## config.mk

```make
export PLATFORM = sky130hd
export DESIGN_NAME = uart_tx_core
export DESIGN_NICKNAME = d
export VERILOG_FILES = /design/src/rtl/uart_tx_pkg.sv /design/src/rtl/tx_hold_reg.sv /design/src/rtl/tx_frame_calc.sv /design/src/rtl/tx_shifter.sv /design/src/rtl/uart_tx_core.sv
export SDC_FILE = /design/constraint.sdc
export NUM_CORES = 1
export LEC_CHECK = 0
export ABC_AREA = 1
export BUFFER_PORTS_ARGS = -buffer_cell sky130_fd_sc_hd__buf_2
export CAP_MARGIN = 30
export CORE_MARGIN = 2
export CORE_UTILIZATION = 48
export DETAILED_ROUTE_END_ITERATION = 8
export PLACE_DENSITY = 0.8
export SLEW_MARGIN = 20
export SYNTH_ARGS = -nofsm -noshare
export SYNTH_HDL_FRONTEND = slang
export SYNTH_HIERARCHICAL = 1
export SYNTH_SLANG_ARGS = --single-unit
```

## constraint.sdc

```tcl
create_clock -name clk -period 2.16 [get_ports clk]
set_clock_uncertainty 0.2 [all_clocks]
set_input_delay 0.216 -clock clk [delete_from_list [all_inputs] [get_ports clk]]
set_output_delay 0.216 -clock clk [all_outputs]
set_load 0.01 [all_outputs]
```

## src/rtl/uart_tx_pkg.sv

```systemverilog
package uart_tx_pkg;
    typedef enum logic [2:0] {
        ST_IDLE,
        ST_START,
        ST_DATA,
        ST_PAR,
        ST_STOP
    } tx_stage_e;
endpackage

```

## src/rtl/tx_hold_reg.sv

```systemverilog
module tx_hold_reg #(
    parameter int unsigned DATA_W = 8
) (
    input  logic              clk,
    input  logic              rst_n,
    input  logic              wr_stb,
    input  logic [DATA_W-1:0] wr_data,
    input  logic              take,
    output logic              full,
    output logic [DATA_W-1:0] data
);
    typedef struct packed {
        logic              full;
        logic [DATA_W-1:0] data;
    } hold_s;

    hold_s hold_d, hold_q;

    always_comb begin
        hold_d = hold_q;
        if (take) hold_d.full = 1'b0;
        if (wr_stb) begin
            hold_d.full = 1'b1;
            hold_d.data = wr_data;
        end
    end

    always_ff @(posedge clk or negedge rst_n) begin
        if (!rst_n) hold_q <= '0;
        else        hold_q <= hold_d;
    end

    assign full = hold_q.full;
    assign data = hold_q.data;
endmodule

```

## src/rtl/tx_frame_calc.sv

```systemverilog
module tx_frame_calc #(
    parameter int unsigned OVERSAMPLE = 16,
    localparam int unsigned CNT_W = $clog2(2 * OVERSAMPLE)
) (
    input  logic [1:0]       word_len,
    input  logic             stop_sel,
    input  logic             par_en,
    input  logic             par_even,
    input  logic             par_stick,
    input  logic [7:0]       data,
    output logic [2:0]       last_idx,
    output logic             par_on,
    output logic             par_val,
    output logic [CNT_W-1:0] stop_last
);
    logic [7:0] masked;
    logic       ones_odd;

    assign last_idx = 3'd4 + {1'b0, word_len};

    always_comb begin
        for (int i = 0; i < 8; i++) begin
            masked[i] = data[i] && (i <= int'(last_idx));
        end
    end

    assign ones_odd = ^masked;
    assign par_on   = par_en;
    assign par_val  = par_stick ? ~par_even : (par_even ? ones_odd : ~ones_odd);

    always_comb begin
        if (!stop_sel)            stop_last = CNT_W'(OVERSAMPLE - 1);
        else if (word_len == 2'd0) stop_last = CNT_W'(OVERSAMPLE + OVERSAMPLE / 2 - 1);
        else                       stop_last = CNT_W'(2 * OVERSAMPLE - 1);
    end
endmodule

```

## src/rtl/tx_shifter.sv

```systemverilog
module tx_shifter
    import uart_tx_pkg::*;
#(
    parameter int unsigned OVERSAMPLE = 16,
    localparam int unsigned CNT_W = $clog2(2 * OVERSAMPLE)
) (
    input  logic             clk,
    input  logic             rst_n,
    input  logic             load,
    input  logic [7:0]       load_data,
    input  logic [2:0]       last_idx,
    input  logic             par_on,
    input  logic             par_val,
    input  logic [CNT_W-1:0] stop_last,
    output logic             busy,
    output logic             bit_out
);
    typedef struct packed {
        tx_stage_e        stage;
        logic [CNT_W-1:0] tick;
        logic [2:0]       idx;
        logic [7:0]       sh;
        logic [2:0]       last_idx;
        logic             par_on;
        logic             par_val;
        logic [CNT_W-1:0] stop_last;
    } shift_s;

    shift_s sh_d, sh_q;
    logic   tick_end;

    assign tick_end = (sh_q.stage == ST_STOP) ? (sh_q.tick == sh_q.stop_last)
                                              : (sh_q.tick == CNT_W'(OVERSAMPLE - 1));

    always_comb begin
        sh_d = sh_q;
        if (sh_q.stage == ST_IDLE) begin
            if (load) begin
                sh_d.stage     = ST_START;
                sh_d.tick      = '0;
                sh_d.idx       = '0;
                sh_d.sh        = load_data;
                sh_d.last_idx  = last_idx;
                sh_d.par_on    = par_on;
                sh_d.par_val   = par_val;
                sh_d.stop_last = stop_last;
            end
        end else if (!tick_end) begin
            sh_d.tick = sh_q.tick + 1'b1;
        end else begin
            sh_d.tick = '0;
            case (sh_q.stage)
                ST_START: sh_d.stage = ST_DATA;
                ST_DATA: begin
                    if (sh_q.idx == sh_q.last_idx) begin
                        sh_d.stage = sh_q.par_on ? ST_PAR : ST_STOP;
                    end else begin
                        sh_d.idx = sh_q.idx + 1'b1;
                        sh_d.sh  = sh_q.sh >> 1;
                    end
                end
                ST_PAR:  sh_d.stage = ST_STOP;
                default: sh_d.stage = ST_IDLE;
            endcase
        end
    end

    always_ff @(posedge clk or negedge rst_n) begin
        if (!rst_n) sh_q <= '{stage: ST_IDLE, default: '0};
        else        sh_q <= sh_d;
    end

    always_comb begin
        case (sh_q.stage)
            ST_START: bit_out = 1'b0;
            ST_DATA:  bit_out = sh_q.sh[0];
            ST_PAR:   bit_out = sh_q.par_val;
            default:  bit_out = 1'b1;
        endcase
    end

    assign busy = (sh_q.stage != ST_IDLE);
endmodule

```

## src/rtl/uart_tx_core.sv

```systemverilog
module uart_tx_core #(
    parameter int unsigned OVERSAMPLE = 16
) (
    input  logic       clk,
    input  logic       rst_n,
    input  logic       wr_stb,
    input  logic [7:0] wr_data,
    input  logic [1:0] word_len,
    input  logic       stop_sel,
    input  logic       par_en,
    input  logic       par_even,
    input  logic       par_stick,
    input  logic       brk,
    output logic       tx,
    output logic       hold_empty,
    output logic       tx_empty
);
    localparam int unsigned CNT_W = $clog2(2 * OVERSAMPLE);

    logic             hold_full;
    logic [7:0]       hold_data;
    logic             sh_busy;
    logic             sh_bit;
    logic             take;
    logic [2:0]       f_last_idx;
    logic             f_par_on;
    logic             f_par_val;
    logic [CNT_W-1:0] f_stop_last;

    assign take = hold_full && !sh_busy;

    tx_hold_reg #(.DATA_W(8)) u_hold (
        .clk     (clk),
        .rst_n   (rst_n),
        .wr_stb  (wr_stb),
        .wr_data (wr_data),
        .take    (take),
        .full    (hold_full),
        .data    (hold_data)
    );

    tx_frame_calc #(.OVERSAMPLE(OVERSAMPLE)) u_calc (
        .word_len  (word_len),
        .stop_sel  (stop_sel),
        .par_en    (par_en),
        .par_even  (par_even),
        .par_stick (par_stick),
        .data      (hold_data),
        .last_idx  (f_last_idx),
        .par_on    (f_par_on),
        .par_val   (f_par_val),
        .stop_last (f_stop_last)
    );

    tx_shifter #(.OVERSAMPLE(OVERSAMPLE)) u_shift (
        .clk       (clk),
        .rst_n     (rst_n),
        .load      (take),
        .load_data (hold_data),
        .last_idx  (f_last_idx),
        .par_on    (f_par_on),
        .par_val   (f_par_val),
        .stop_last (f_stop_last),
        .busy      (sh_busy),
        .bit_out   (sh_bit)
    );

    assign tx         = brk ? 1'b0 : sh_bit;
    assign hold_empty = !hold_full;
    assign tx_empty   = !hold_full && !sh_busy;
endmodule

```

; ---- Word-level counts from Yosys, hierarchy flattened
; Index checks and enable logic that the tools add are counted.
[op_classes]
n_reduce_logical = 21
n_lt_le_gt_ge = 7
eq_ne = 10
bitwise = 2
mux = 19
add_sub_neg = 3
[op_table]
columns = op, count
row1 = two-way mux 11 bit, 3
row2 = two-way mux 29 bit, 1
row3 = two-way mux 19 bit, 1
row4 = "<= comparator 3 bit, first input constant", 4
row5 = two-way mux 5 bit, 2
row6 = logical AND 1 bit, 9
row7 = two-way mux 3 bit, 3
row8 = two-way mux 9 bit, 1
row9 = one-hot mux 3 bit (3 select lines), 1
row10 = XOR reduction 8 bit, 1
row11 = "equality test 3 x 2 -> 1 bit, second input constant", 2
row12 = "<= comparator 2 x 3 -> 1 bit, first input constant", 2
row13 = nonzero test 2 bit, 3
row14 = "adder 5 x 1 -> 5 bit, second input constant", 1
row15 = "equality test 5 x 4 -> 1 bit, second input constant", 1
row16 = equality test 5 bit, 1
row17 = two-way mux 1 bit, 5
row18 = two-way mux 4 bit, 1
row19 = AND reduction 4 bit, 1
row20 = "adder 3 x 1 -> 3 bit, second input constant", 1
row21 = "adder 3 x 2 -> 3 bit, first input constant", 1
row22 = "equality test 3 x 1 -> 1 bit, second input constant", 1
row23 = equality test 3 bit, 1
row24 = "equality test 3 bit, second input constant", 1
row25 = 12 further kinds, 14
[word_totals]
wordCells = 72
ff_bits = 38
inputBits = 18

; ---- Longest topological paths before layout
; Gate-level depths: netlist (run 1).
[depth]
ltp_word = 9
ltp_mapped = 13
depth_no_buf = 13

; ---- Modules after synthesis
; The synthesis (run 1) kept the hierarchy.
[modules_own_cells]
columns = module, cells_each, area_each_um2, seq_area_each_um2, n_inst
row1 = tx_shifter, 204, 1654.1, 725.7, 1
row2 = tx_hold_reg, 38, 341.6, 225.2, 1
row3 = tx_frame_calc, 63, 304.0, 0.0, 1
row4 = uart_tx_core, 5, 21.3, 0.0, 1

; ---- Least setup slack after synthesis (run 1)
; No wires, ideal clock.
[synth_path]
kind = flip-flop to flip-flop
startpoint = register u_shift/sh_q[26] (netlist name)
endpoint = register u_shift/sh_q[0] (netlist name)
path_slack_ns = 0.087
arrival_ns = 1.746
stages_incl_launch_ff = 10
required_time_ns = 1.833
period_less_slack_ns = 2.073
setup_time_ns = 0.127
cell_sequence = dfrtp_1 -> nor2_2 -> nand2_4 -> clkbuf_1 -> nor2_2 -> inv_1 -> nor2_2 -> buf_2 -> buf_2 -> o21ai_0
[synth_via]
elab_chain_len = 4
[synth_lines]
columns = item, line
row1 = from (decl), tx_shifter.sv:29  ; shift_s sh_d, sh_q;
row2 = from (signal assigned), tx_shifter.sv:69  ; if (!rst_n) sh_q <= '{stage: ST_IDLE, default: '0};
row3 = from (signal assigned), tx_shifter.sv:70  ; else sh_q <= sh_d;
row4 = nonzero test 3 bit, tx_shifter.sv:82  ; assign busy = (sh_q.stage != ST_IDLE);
row5 = named net sh_busy, uart_tx_core.sv:22  ; logic sh_busy;
row6 = logical NOT 1 bit, uart_tx_core.sv:30  ; assign take = hold_full && !sh_busy;
row7 = logical AND 1 bit, uart_tx_core.sv:30
row8 = named net take, uart_tx_core.sv:24  ; logic take;
row9 = AND reduction 2 bit (no line), --
; The timed path passes the listed nets, and every way through them passes these cells.
; A chain may end at the register's enable or synchronous reset.

; ---- Worst setup path in the final report (run 1)
[layout_path]
startpoint = register u_shift/sh_q[28] (netlist name)
endpoint = output tx
[layout_via]
elab_chain_len = 3
[layout_lines]
columns = item, line
row1 = equality test 3 x 2 -> 1 bit / equality test 3 x 1 -> 1 bit (equally long branches), tx_shifter.sv:74  ; case (sh_q.stage)
row2 = one-hot mux 1 bit (3 select lines) *, tx_shifter.sv:74
row3 = named net sh_bit, uart_tx_core.sv:23  ; logic sh_bit;
row4 = two-way mux 1 bit *, uart_tx_core.sv:68  ; assign tx = brk ? 1'b0 : sh_bit;
row5 = to (decl), uart_tx_core.sv:14  ; output logic tx,
; The timed path passes the listed nets; every way through them passes the cells marked *.

==> results of run 1 <==
[cells in the final DEF (no fill, tap or decap), types with 2 or more instances in the layout]
master and instances:
nor2_4 2, inv_1 32, nand4_1 6, ha_1 2
o22ai_1 2, nand2_4 2, nand2_1 113, xor2_1 2
o21ai_0 8, buf_2 20, nor2_2 4, nand2_2 7
clkbuf_8 6, conb_1 4, inv_2 5, nor2_1 13
dlygate4sd3_1 11, buf_4 5, dfrtp_1 38, xnor2_1 3
a22o_1 7, nand3_2 7, nand3_1 33
[cells by family after synthesis]
kind of cell               Yosys count
buffers and inverters               54
adders and majority gates            2
AOI/OAI and AO/OA                   21
xor gates and xnor gates             5
and+or+nand+nor                    189
other                                1
DFF                                 38
[layout make-up]
class | count | area share (%)
well taps | 54 | 2.57
clock buffers | 6 | 3.14
repair buffers | 37 | 10.2
flip-flops and latches | 38 | 36.2
inverters | 37 | 5.29
multi-input cells | 221 | 42.6
[registers in the layout, summed over array words and instances, names as in the netlist]
name	flops
u_shift/sh_q	29
u_hold/full	1
u_hold/data	8
[critical path, delay by kind of cell (launching register included)]
family,cells,cell delay (ns)
simple gates,5,0.48
buf+inv,4,0.43
flops,1,0.39
[layer usage]
layer	wire [um]	GRT usage (%)
met5	0	0
met4	41	4.85
met1	1980	24.8
met2	2350	33.8
met3	153	3.29
[how the worst max path moves through the flow]
stage,endpoint,start,cells past startpoint
global route,tx,u_shift/sh_q[28],9
floorplan,u_shift/sh_q[0],u_shift/sh_q[26],9
detailed placement,u_shift/sh_q[14],u_shift/sh_q[26],8
finish,tx,u_shift/sh_q[28],9
CTS,u_shift/sh_q[20],u_shift/sh_q[26],8
global placement,u_shift/sh_q[17],u_shift/sh_q[26],8
[where the power goes]
group          switching [mW]  internal, mW  total (mW)
Combinational            1.11         0.626        1.73
Clock                   0.224         0.246       0.470
Sequential              0.186         0.969        1.16
Total                    1.52          1.84        3.36
[per-stage QoR]
step | worst slack (ns) | hold WS [ns] | area (um^2)
after floorplan | 0.0872 | -0.280 | 2330
after global placement | 0.165 | 0.163 | 2400
after detailed placement | 0.0920 | 0.177 | 2400
after CTS | 0.0752 | 0.00370 | 2590
after global routing | 0.00151 | 0.0286 | 2630
final | 0.156 | 0.0127 | 2630
[timing repair]
action	4_1_cts	5_1_grt
hold buffers	11	0
gates resized for setup	0	3
endpoints found under the hold margin	48	0
setup endpoints to repair	0	12
==> flow_metrics.env, run 1 <==
export IMPL_status="complete, no violations"
export IMPL_final_antenna_net_count=0
export IMPL_synth_top_family_by_area="simple AND/OR/NAND/NOR gates"
export IMPL_cts_buffers=5
export IMPL_viasPerCell=4.91
export IMPL_synthFlopType="dfrtp_1"
export IMPL_clk_latency_ns=0.28
export IMPL_cts_setup_buffers=0
export IMPL_synth_edf_count=0
export IMPL_place_inst=375
export IMPL_gp_congestion=0.828
export IMPL_io_buffer_count=20
export IMPL_yosysMostFrequentCell="nand2_1"
export IMPL_cts_sinks=38
export IMPL_nets=360
export IMPL_holdPathEnd="u_shift/sh_q[7]"
export IMPL_finalNonFillerCells=393
export IMPL_grt_max_degree=39
export IMPL_synthTopCellsByCount="nand2_1 (113), dfrtp_1 (38), nand3_1 (33)"
export IMPL_grt_overflow=0
export IMPL_antenna_found_initial=0
export IMPL_wl_per_cell_um=11.5
export IMPL_min_delay_path_depth=3
export IMPL_clockBufferDepth=2
export IMPL_yosys_warnings=6
export IMPL_synth_simple_area_share_pct=37.4
export IMPL_die_x_um=73.5
export IMPL_ios=21
export IMPL_dr_first_iter_drc_count=131
export IMPL_cts_tree="yes"
export IMPL_drive_gt1_share_pct=18.3
export IMPL_worstPathArrival_ns=1.59
export IMPL_worstRegToRegCells=8
export IMPL_yosys_area_share_adder_pct=1.08
export IMPL_power_mw=3.36
export IMPL_seq_area_um2=951
export IMPL_async_flop_share_pct=100
export IMPL_start_util_pct=49.5
export IMPL_grt_pass1_wl_mm=8.30
export IMPL_worstPathCellList="buf_4 > nor2_2 > inv_1 > nor2_1 > nand2_1 > nand3_1 > inv_1 > nor2_1 > buf_2"
export IMPL_path_clk_slew_ns=0.07
export IMPL_power_density_nw_per_um2=1280
export IMPL_syn_to_final_growth_pct=13.2
export IMPL_fmax_ghz=0.499
export IMPL_synth_area_top_cells="dfrtp_1 (41%), nand2_1 (18%), nand3_1 (7.1%), inv_1 (5.2%), nand3_2 (3.5%)"
export IMPL_post_route_min_period_ns=2.00
export IMPL_ys_seq_elements=38
export IMPL_antennaDiodeCount=0
export IMPL_syn_area_um2=2320
export IMPL_crit_path_max_fanout=13
export IMPL_vias=1928
export IMPL_worstPathRequired_ns=1.74
export IMPL_hold_start="word_len[0]"
export IMPL_min_period_over_period_pct=92.8
export IMPL_finalSetupViolCount=0
export IMPL_critical_path_class="reg2out"
export IMPL_h_tree_depth=2
export IMPL_grt_pass1_vias=1918
export IMPL_min_path_type="in2reg"
export IMPL_critical_path_max_stage_delay_ns=0.39
export IMPL_start_kind="flip-flop"
export IMPL_synth_compound_area_share_pct=6.58
export IMPL_grt_use_total_pct=19.4
export IMPL_die_h_um=73.5
export IMPL_yosysUniqueCellTypes=29
export IMPL_synth_seq_area_share_pct=41.0
export IMPL_final_core_utilization_pct=56.0
export IMPL_dp_hpwl_mm=3.17
export IMPL_hold_violations=0
export IMPL_yosys_area_top_type="dfrtp_1"
export IMPL_crit_path_end_kind="output port"
export IMPL_die_area_um2=5410
export IMPL_ir_drop_mv=0.613
export IMPL_rsz0062_at_grt="no"
export IMPL_synth_top_cell_area_share_pct=41.0
export IMPL_max_cap_viol_count=0
export IMPL_p_leak_nw=1.42
export IMPL_synth_xor_area_share_pct=1.89
export IMPL_rrSetupSlack_ns=0.22
export IMPL_filler_cell_count=412
export IMPL_rows=25
export IMPL_slowest_stage="dfrtp_1"
export IMPL_r2r_start="u_shift/sh_q[26]"
export IMPL_multi_input_area_um2=1120
export IMPL_setup_tns_ns=0
export IMPL_drtPass1Iterations=4
export IMPL_synthCells=310
export IMPL_avgSynthCellArea_um2=7.49
export IMPL_muxShareOfSynthArea_pct=0
export IMPL_slew_violations=0
export IMPL_core_area_um2=4690
export IMPL_clockRootBuffer="clkbuf_8"
export IMPL_timing_rr_end="u_shift/sh_q[14]"
export IMPL_drt_total_wl_mm=4.52
export IMPL_drc=0
Power figures use the tool's default switching activity.
==> inputs of run 2 (changes only) <==
--- a/config.mk
+++ b/config.mk
@@ -11,6 +11,7 @@
 export CORE_MARGIN = 2
 export CORE_UTILIZATION = 48
 export DETAILED_ROUTE_END_ITERATION = 8
+export HOLD_SLACK_MARGIN = 0.05
 export PLACE_DENSITY = 0.8
 export SLEW_MARGIN = 20
 export SYNTH_ARGS = -nofsm -noshare
==> constraint.sdc (replaced) <==
create_clock -name clk -period 1.7 [get_ports clk]
set_clock_uncertainty 0.2 [all_clocks]
set_input_delay 0.17 -clock clk [delete_from_list [all_inputs] [get_ports clk]]
set_output_delay 0.17 -clock clk [all_outputs]
set_load 0.01 [all_outputs]
==> flow_metrics.env, run 2 (synthesized netlist as in run 1, its figures left out) <==
export IMPL_status="finished, violations left"
export IMPL_violations="setup timing"
export IMPL_post_route_min_period_ns=1.85
export IMPL_slew_violations=0
export IMPL_final_antenna_net_count=0
export IMPL_min_path_type="in2reg"
export IMPL_internal_power_mw=2.98
export IMPL_setup_tns_ns=-2.21
export IMPL_clockRootBuffer="clkbuf_8"
export IMPL_wl_per_cell_um=13.3
export IMPL_worstPathArrival_ns=1.84
export IMPL_place_inst=389
export IMPL_final_core_utilization_pct=64.4
export IMPL_power_mw=5.35
export IMPL_grt_pass1_wl_mm=9.33
export IMPL_p_switching_mw=2.36
export IMPL_crit_path_end_kind="flip-flop"
export IMPL_pwr_share_clk_pct=14.9
export IMPL_p_seq_share_pct=27.8
export IMPL_swShare_pct=44.2
export IMPL_start_util_pct=49.5
export IMPL_drive_gt1_share_pct=26.8
export IMPL_critical_path_class="reg2reg"
export IMPL_grt_pass1_vias=2103
export IMPL_drc=0
export IMPL_viasPerCell=5.13
export IMPL_rsz0062_at_grt="yes"
export IMPL_critical_path_max_stage_delay_ns=0.41
export IMPL_antennaDiodeCount=0
export IMPL_largest_register_ffs=29
export IMPL_worstPathRequired_ns=1.69
export IMPL_antenna_found_initial=0
export IMPL_drtPass1Iterations=4
export IMPL_cts_buffers=5
export IMPL_layout_common_cells="nand2_1 (106), dfrtp_1 (36), nand3_1 (31), inv_1 (28)"
export IMPL_core_area_um2=4690
export IMPL_nets=390
export IMPL_cts_tree="yes"
export IMPL_syn_to_final_growth_pct=30.2
export IMPL_max_cap_viol_count=0
export IMPL_die_h_um=73.5
export IMPL_drt_total_wl_mm=5.64
export IMPL_hold_violations=0
export IMPL_crit_path_max_fanout=6
export IMPL_finalNonFillerCells=424
export IMPL_top_register="u_shift/sh_q"
export IMPL_final_common_cell="nand2_1"
export IMPL_power_frac_comb_pct=57.3
export IMPL_vias=2177
export IMPL_path_clk_slew_ns=0.08
export IMPL_cpMostUsedCell="nand2_2"
export IMPL_clockBufferDepth=2
export IMPL_cts_sinks=38
export IMPL_finalSetupViolCount=24
export IMPL_min_period_over_period_pct=109
export IMPL_ir_drop_mv=0.885
export IMPL_ios=21
export IMPL_grt_use_total_pct=22.2
export IMPL_power_density_nw_per_um2=1770
export IMPL_die_x_um=73.5
export IMPL_die_area_um2=5410
export IMPL_slowest_stage="dfrtp_1"
export IMPL_fmax_ghz=0.540
export IMPL_worst_slack_ns=-0.153
export IMPL_worstPathCellList="nor2_2 > buf_4 > nand4_1 > nand2_2 > nand3_2 > o21bai_4 > nand3_4 > nand2_2 > nand2_1"
export IMPL_start_kind="flip-flop"
export IMPL_grt_max_degree=22
export IMPL_grt_overflow=0
export IMPL_clk_latency_ns=0.29
export IMPL_dp_hpwl_mm=3.50
export IMPL_rows=25
export IMPL_gp_congestion=0.819
export IMPL_p_leak_nw=1.60
export IMPL_dr_first_iter_drc_count=253
export IMPL_io_buffer_count=20
export IMPL_h_tree_depth=2
[run 2: per-stage QoR]
step / setup WS, ns / instance area (um^2) / hold WS (ns)
2_1_floorplan: -0.0745 / 2370 / -0.326
3_3_place_gp: -0.0751 / 2530 / -0.0595
3_5_place_dp: -0.169 / 2530 / -0.0565
4_1_cts: -0.0976 / 2900 / 0.0721
5_1_grt: -0.262 / 3020 / 0.121
6_report: -0.153 / 3020 / 0.0773
[run 2: cell type report]
class	count	area [um^2]
fill	363	1670
multi-input combinational	223	1200
sequential	38	953
timing repair buffer	65	539
inverter	37	144
clock buffer	6	82.6
tap	54	67.6
clock inverter	1	30.0
[run 2: per-layer routing]
metal  GRT usage, %  routed length (um)  share of wire [%]
met1           28.2                2370                 42
met2           37.0                2920                 52
met3           4.66                 247                4.4
met4           8.28                 108                1.9
met5              0                   0                  0
[run 2: power by group through the flow]
stage / Sequential [mW] / Clock (mW) / Combinational (mW)
after global placement: 1.46 / 0 / 2.39
final: 1.49 / 0.796 / 3.06
after detailed placement: 1.47 / 0 / 2.47
after CTS: 1.46 / 0.802 / 2.65
after floorplan: 1.42 / 0 / 1.97
after global routing: 1.52 / 0.843 / 3.38
[run 2: critical path: cells and delay by family (launching register included)]
| family | cells | cell delay [ns] |
|---|---|---|
| compound gates | 1 | 0.23 |
| buf+inv | 1 | 0.15 |
| flops | 1 | 0.41 |
| simple gates | 7 | 0.74 |
[run 2: final timing paths]
| check | startpoint | slack (ns) | end | depth (start not counted) |
|---|---|---|---|---|
| worst max-delay path | u_shift/sh_q[27] | -0.15 | u_shift/sh_q[15] | 9 |
| worst min-delay path | wr_stb | 0.08 | u_hold/full | 3 |
| worst max register to register | u_shift/sh_q[27] | -0.15 | u_shift/sh_q[15] | 9 |
| worst min register to register | u_shift/sh_q[13] | 0.28 | u_shift/sh_q[13] | 2 |
| max in group asynchronous | rst_n | 0.68 | u_shift/sh_q[12] | 3 |
| min in group asynchronous | rst_n | 0.15 | u_shift/sh_q[24] | 2 |
[run 2: repair_timing]
| action | CTS | global route |
|---|---|---|
| hold endpoints to repair | 52 | 0 |
| gates resized for setup | 8 | 23 |
| pin swaps | 1 | 2 |
| endpoints found under the setup margin | 18 | 31 |
| hold buffers | 22 | 0 |
| buffers inserted | 0 | 6 |
| gates cloned | 1 | 1 |
==> inputs of run 3 (changes only) <==
--- a/config.mk
+++ b/config.mk
@@ -12,9 +12,8 @@
 export CORE_UTILIZATION = 48
 export DETAILED_ROUTE_END_ITERATION = 8
 export HOLD_SLACK_MARGIN = 0.05
-export PLACE_DENSITY = 0.8
+export PLACE_DENSITY = 0.81
 export SLEW_MARGIN = 20
 export SYNTH_ARGS = -nofsm -noshare
 export SYNTH_HDL_FRONTEND = slang
-export SYNTH_HIERARCHICAL = 1
 export SYNTH_SLANG_ARGS = --single-unit
==> flow_metrics.env, run 3 <==
export IMPL_syn_area_um2=1920
export IMPL_die_area_um2=4530
export IMPL_synth_top_cell_area_share_pct=45.5
export IMPL_wl_per_cell_um=14.9
export IMPL_yosys_area_top_type="dfrtp_1"
export IMPL_path_clk_slew_ns=0.07
export IMPL_gp_congestion=0.764
export IMPL_die_x_um=67.3
export IMPL_antenna_found_initial=0
export IMPL_endpoint="tx"
export IMPL_status="finished, violations left"
export IMPL_max_cap_viol_count=0
export IMPL_vias=1896
export IMPL_grt_max_degree=36
export IMPL_layout_common_cells="nand2_1 (80), dfrtp_1 (34), dlygate4sd3_1 (24), inv_1 (22), nand3_1 (20)"
export IMPL_start_kind="flip-flop"
export IMPL_finalNonFillerCells=364
export IMPL_synthCells=241
export IMPL_crit_path_start="u_shift.sh_q[28]"
export IMPL_rsz0062_at_grt="yes"
export IMPL_timing_rr_end="u_shift.sh_q[15]"
export IMPL_place_inst=319
export IMPL_io_buffer_count=20
export IMPL_use_met3_pct=6.33
export IMPL_die_h_um=67.3
export IMPL_rrSetupSlack_ns=-0.11
export IMPL_yosysMostFrequentCell="nand2_1"
export IMPL_drive_gt1_share_pct=28.3
export IMPL_crit_path_end_kind="output port"
export IMPL_syn_to_final_growth_pct=41.8
export IMPL_worstRegToRegCells=10
export IMPL_cts_sinks=35
export IMPL_rows=23
export IMPL_ios=21
export IMPL_yosys_warnings=0
export IMPL_critical_path_class="reg2out"
export IMPL_r2r_start="u_shift.sh_q[28]"
export IMPL_power_density_nw_per_um2=655
export IMPL_start_util_pct=49.1
export IMPL_grt_overflow=0
export IMPL_grtUsageMet2_pct=43.1
export IMPL_slew_violations=0
export IMPL_cts_tree="yes"
export IMPL_drtPass1Iterations=4
export IMPL_grt_pass1_wl_mm=8.64
export IMPL_synthFlopType="dfrtp_1"
export IMPL_final_common_cell="nand2_1"
export IMPL_max_slew_margin_pct=69.8
export IMPL_nets=333
export IMPL_clk_latency_ns=0.30
export IMPL_hold_worst_slack_ns=0.238
export IMPL_yosysUniqueCellTypes=28
export IMPL_worstPathRequired_ns=1.33
export IMPL_worst_slack_ns=-0.141
export IMPL_largest_register_ffs=26
export IMPL_p_leak_nw=1.39
export IMPL_synth_seq_area_share_pct=45.5
export IMPL_viasPerCell=5.21
export IMPL_core_area_um2=3910
export IMPL_antennaDiodeCount=0
export IMPL_finalSetupViolCount=20
export IMPL_dr_first_iter_drc_count=95
export IMPL_violations="setup timing"
export IMPL_worstPathArrival_ns=1.47
export IMPL_crit_path_max_fanout=3
export IMPL_min_period_over_period_pct=108
export IMPL_grt_pass1_vias=1811
export IMPL_drt_total_wl_mm=5.41
export IMPL_grt_use_total_pct=26.5
export IMPL_final_antenna_net_count=0
export IMPL_min_path_type="in2async"
export IMPL_ys_seq_elements=35
export IMPL_synth_edf_count=0
export IMPL_synthTopCellsByCount="nand2_1 (82), dfrtp_1 (35), nand3_1 (25)"
export IMPL_fmax_ghz=0.543
export IMPL_syn_nets=261
export IMPL_h_tree_depth=2
export IMPL_tightest_slew_ns=0.453
export IMPL_synth_area_top_cells="dfrtp_1 (46%), nand2_1 (16%), nand3_1 (6.5%), o21ai_0 (5.7%), inv_1 (4.5%)"
export IMPL_busiest_layer="met2"
export IMPL_drc=0
export IMPL_async_flop_share_pct=100
export IMPL_clockBufferDepth=2
export IMPL_dp_hpwl_mm=2.91
export IMPL_ir_drop_mv=0.610
export IMPL_hold_violations=0
export IMPL_final_core_utilization_pct=69.7
export IMPL_top_register="u_shift.sh_q"
export IMPL_cts_buffers=5
export IMPL_power_mw=1.79
export IMPL_avgSynthCellArea_um2=7.98
export IMPL_clockRootBuffer="clkbuf_8"
export IMPL_post_route_min_period_ns=1.84
export IMPL_use_met1_pct=33.5
run 3: changes by cell type after synthesis, sizes merged, moves of 7 or more:
cell   before  now
a22o        7    0
nand2     122   86
nor2       19   10
inv        37   27
o21ai       9   25
nand3      41   25
buf        16    6
run 3: worst min path at each step:
| stage | to | slack [ns] | from | cells after the start |
|---|---|---|---|---|
| finish | u_shift.sh_q[23] | 0.24 | rst_n | 3 |
| CTS | u_shift.sh_q[13] | 0.25 | rst_n | 3 |
| detailed placement | u_shift.sh_q[23] | 0.03 | rst_n | 2 |
| global placement | u_shift.sh_q[23] | 0.03 | rst_n | 2 |
| floorplan | u_hold.data[0] | -0.33 | rst_n | 0 |
| global route | u_shift.sh_q[23] | 0.31 | rst_n | 3 |
run 3: layout make-up:
type                    count  area (um^2)
clock buffers               8          100
fillers                   267         1190
inverters                  27          106
multi-input cells         172          981
flip-flops and latches     35          877
well taps                  50         62.6
repair buffers             72          601
run 3: logic make-up (layout without fill, tap and decap cells):
kind of cell,Yosys count,count (layout),share of synthesized area (%)
and+or+nand+nor,126,126,29.9
buffers and inverters,34,107,8.46
xor gates and xnor gates,11,11,5.01
AOI/OAI and AO/OA,33,33,9.82
DFF,35,35,45.5
adders and majority gates,2,2,1.30
run 3: metrics by stage:
stage	setup WS [ns]	cell area (um^2)	TNS (ns)
after floorplan	0.0435	1920	0
after global placement	-0.00407	2140	-0.00407
after detailed placement	-0.0729	2140	-0.627
after CTS	-0.0985	2630	-0.577
after global routing	-0.216	2730	-3.40
final	-0.141	2730	-1.71
run 3: worst max-delay path, cell delays in order, from the launching register on:
cell     delay (ns)
dfrtp_2        0.44
buf_6          0.13
nor2_4         0.10
inv_2          0.06
nor2_4         0.12
a21oi_2        0.06
a21oi_1        0.12
buf_2          0.14
run 3: what timing repair did:
item | 4_1_cts | 5_1_grt
pin swaps | 6 | 7
hold buffers | 24 | 0
endpoints found under the hold margin | 50 | 0
cloned | 1 | 0
setup buffers | 10 | 2
setup endpoints to repair | 20 | 30
resized for setup | 19 | 24
run 3: metal layers:
layer,part of all wire [%],wire (um)
met1,42,2250
met2,50,2720
met3,5.1,275
met4,3.1,167
met5,0,0
run 3: report_power, final:
part	internal (mW)	total [mW]	switching, mW
clock	0.370	0.677	0.307
sequential	0.868	0.898	0.0299
combinational	0.101	0.212	0.111
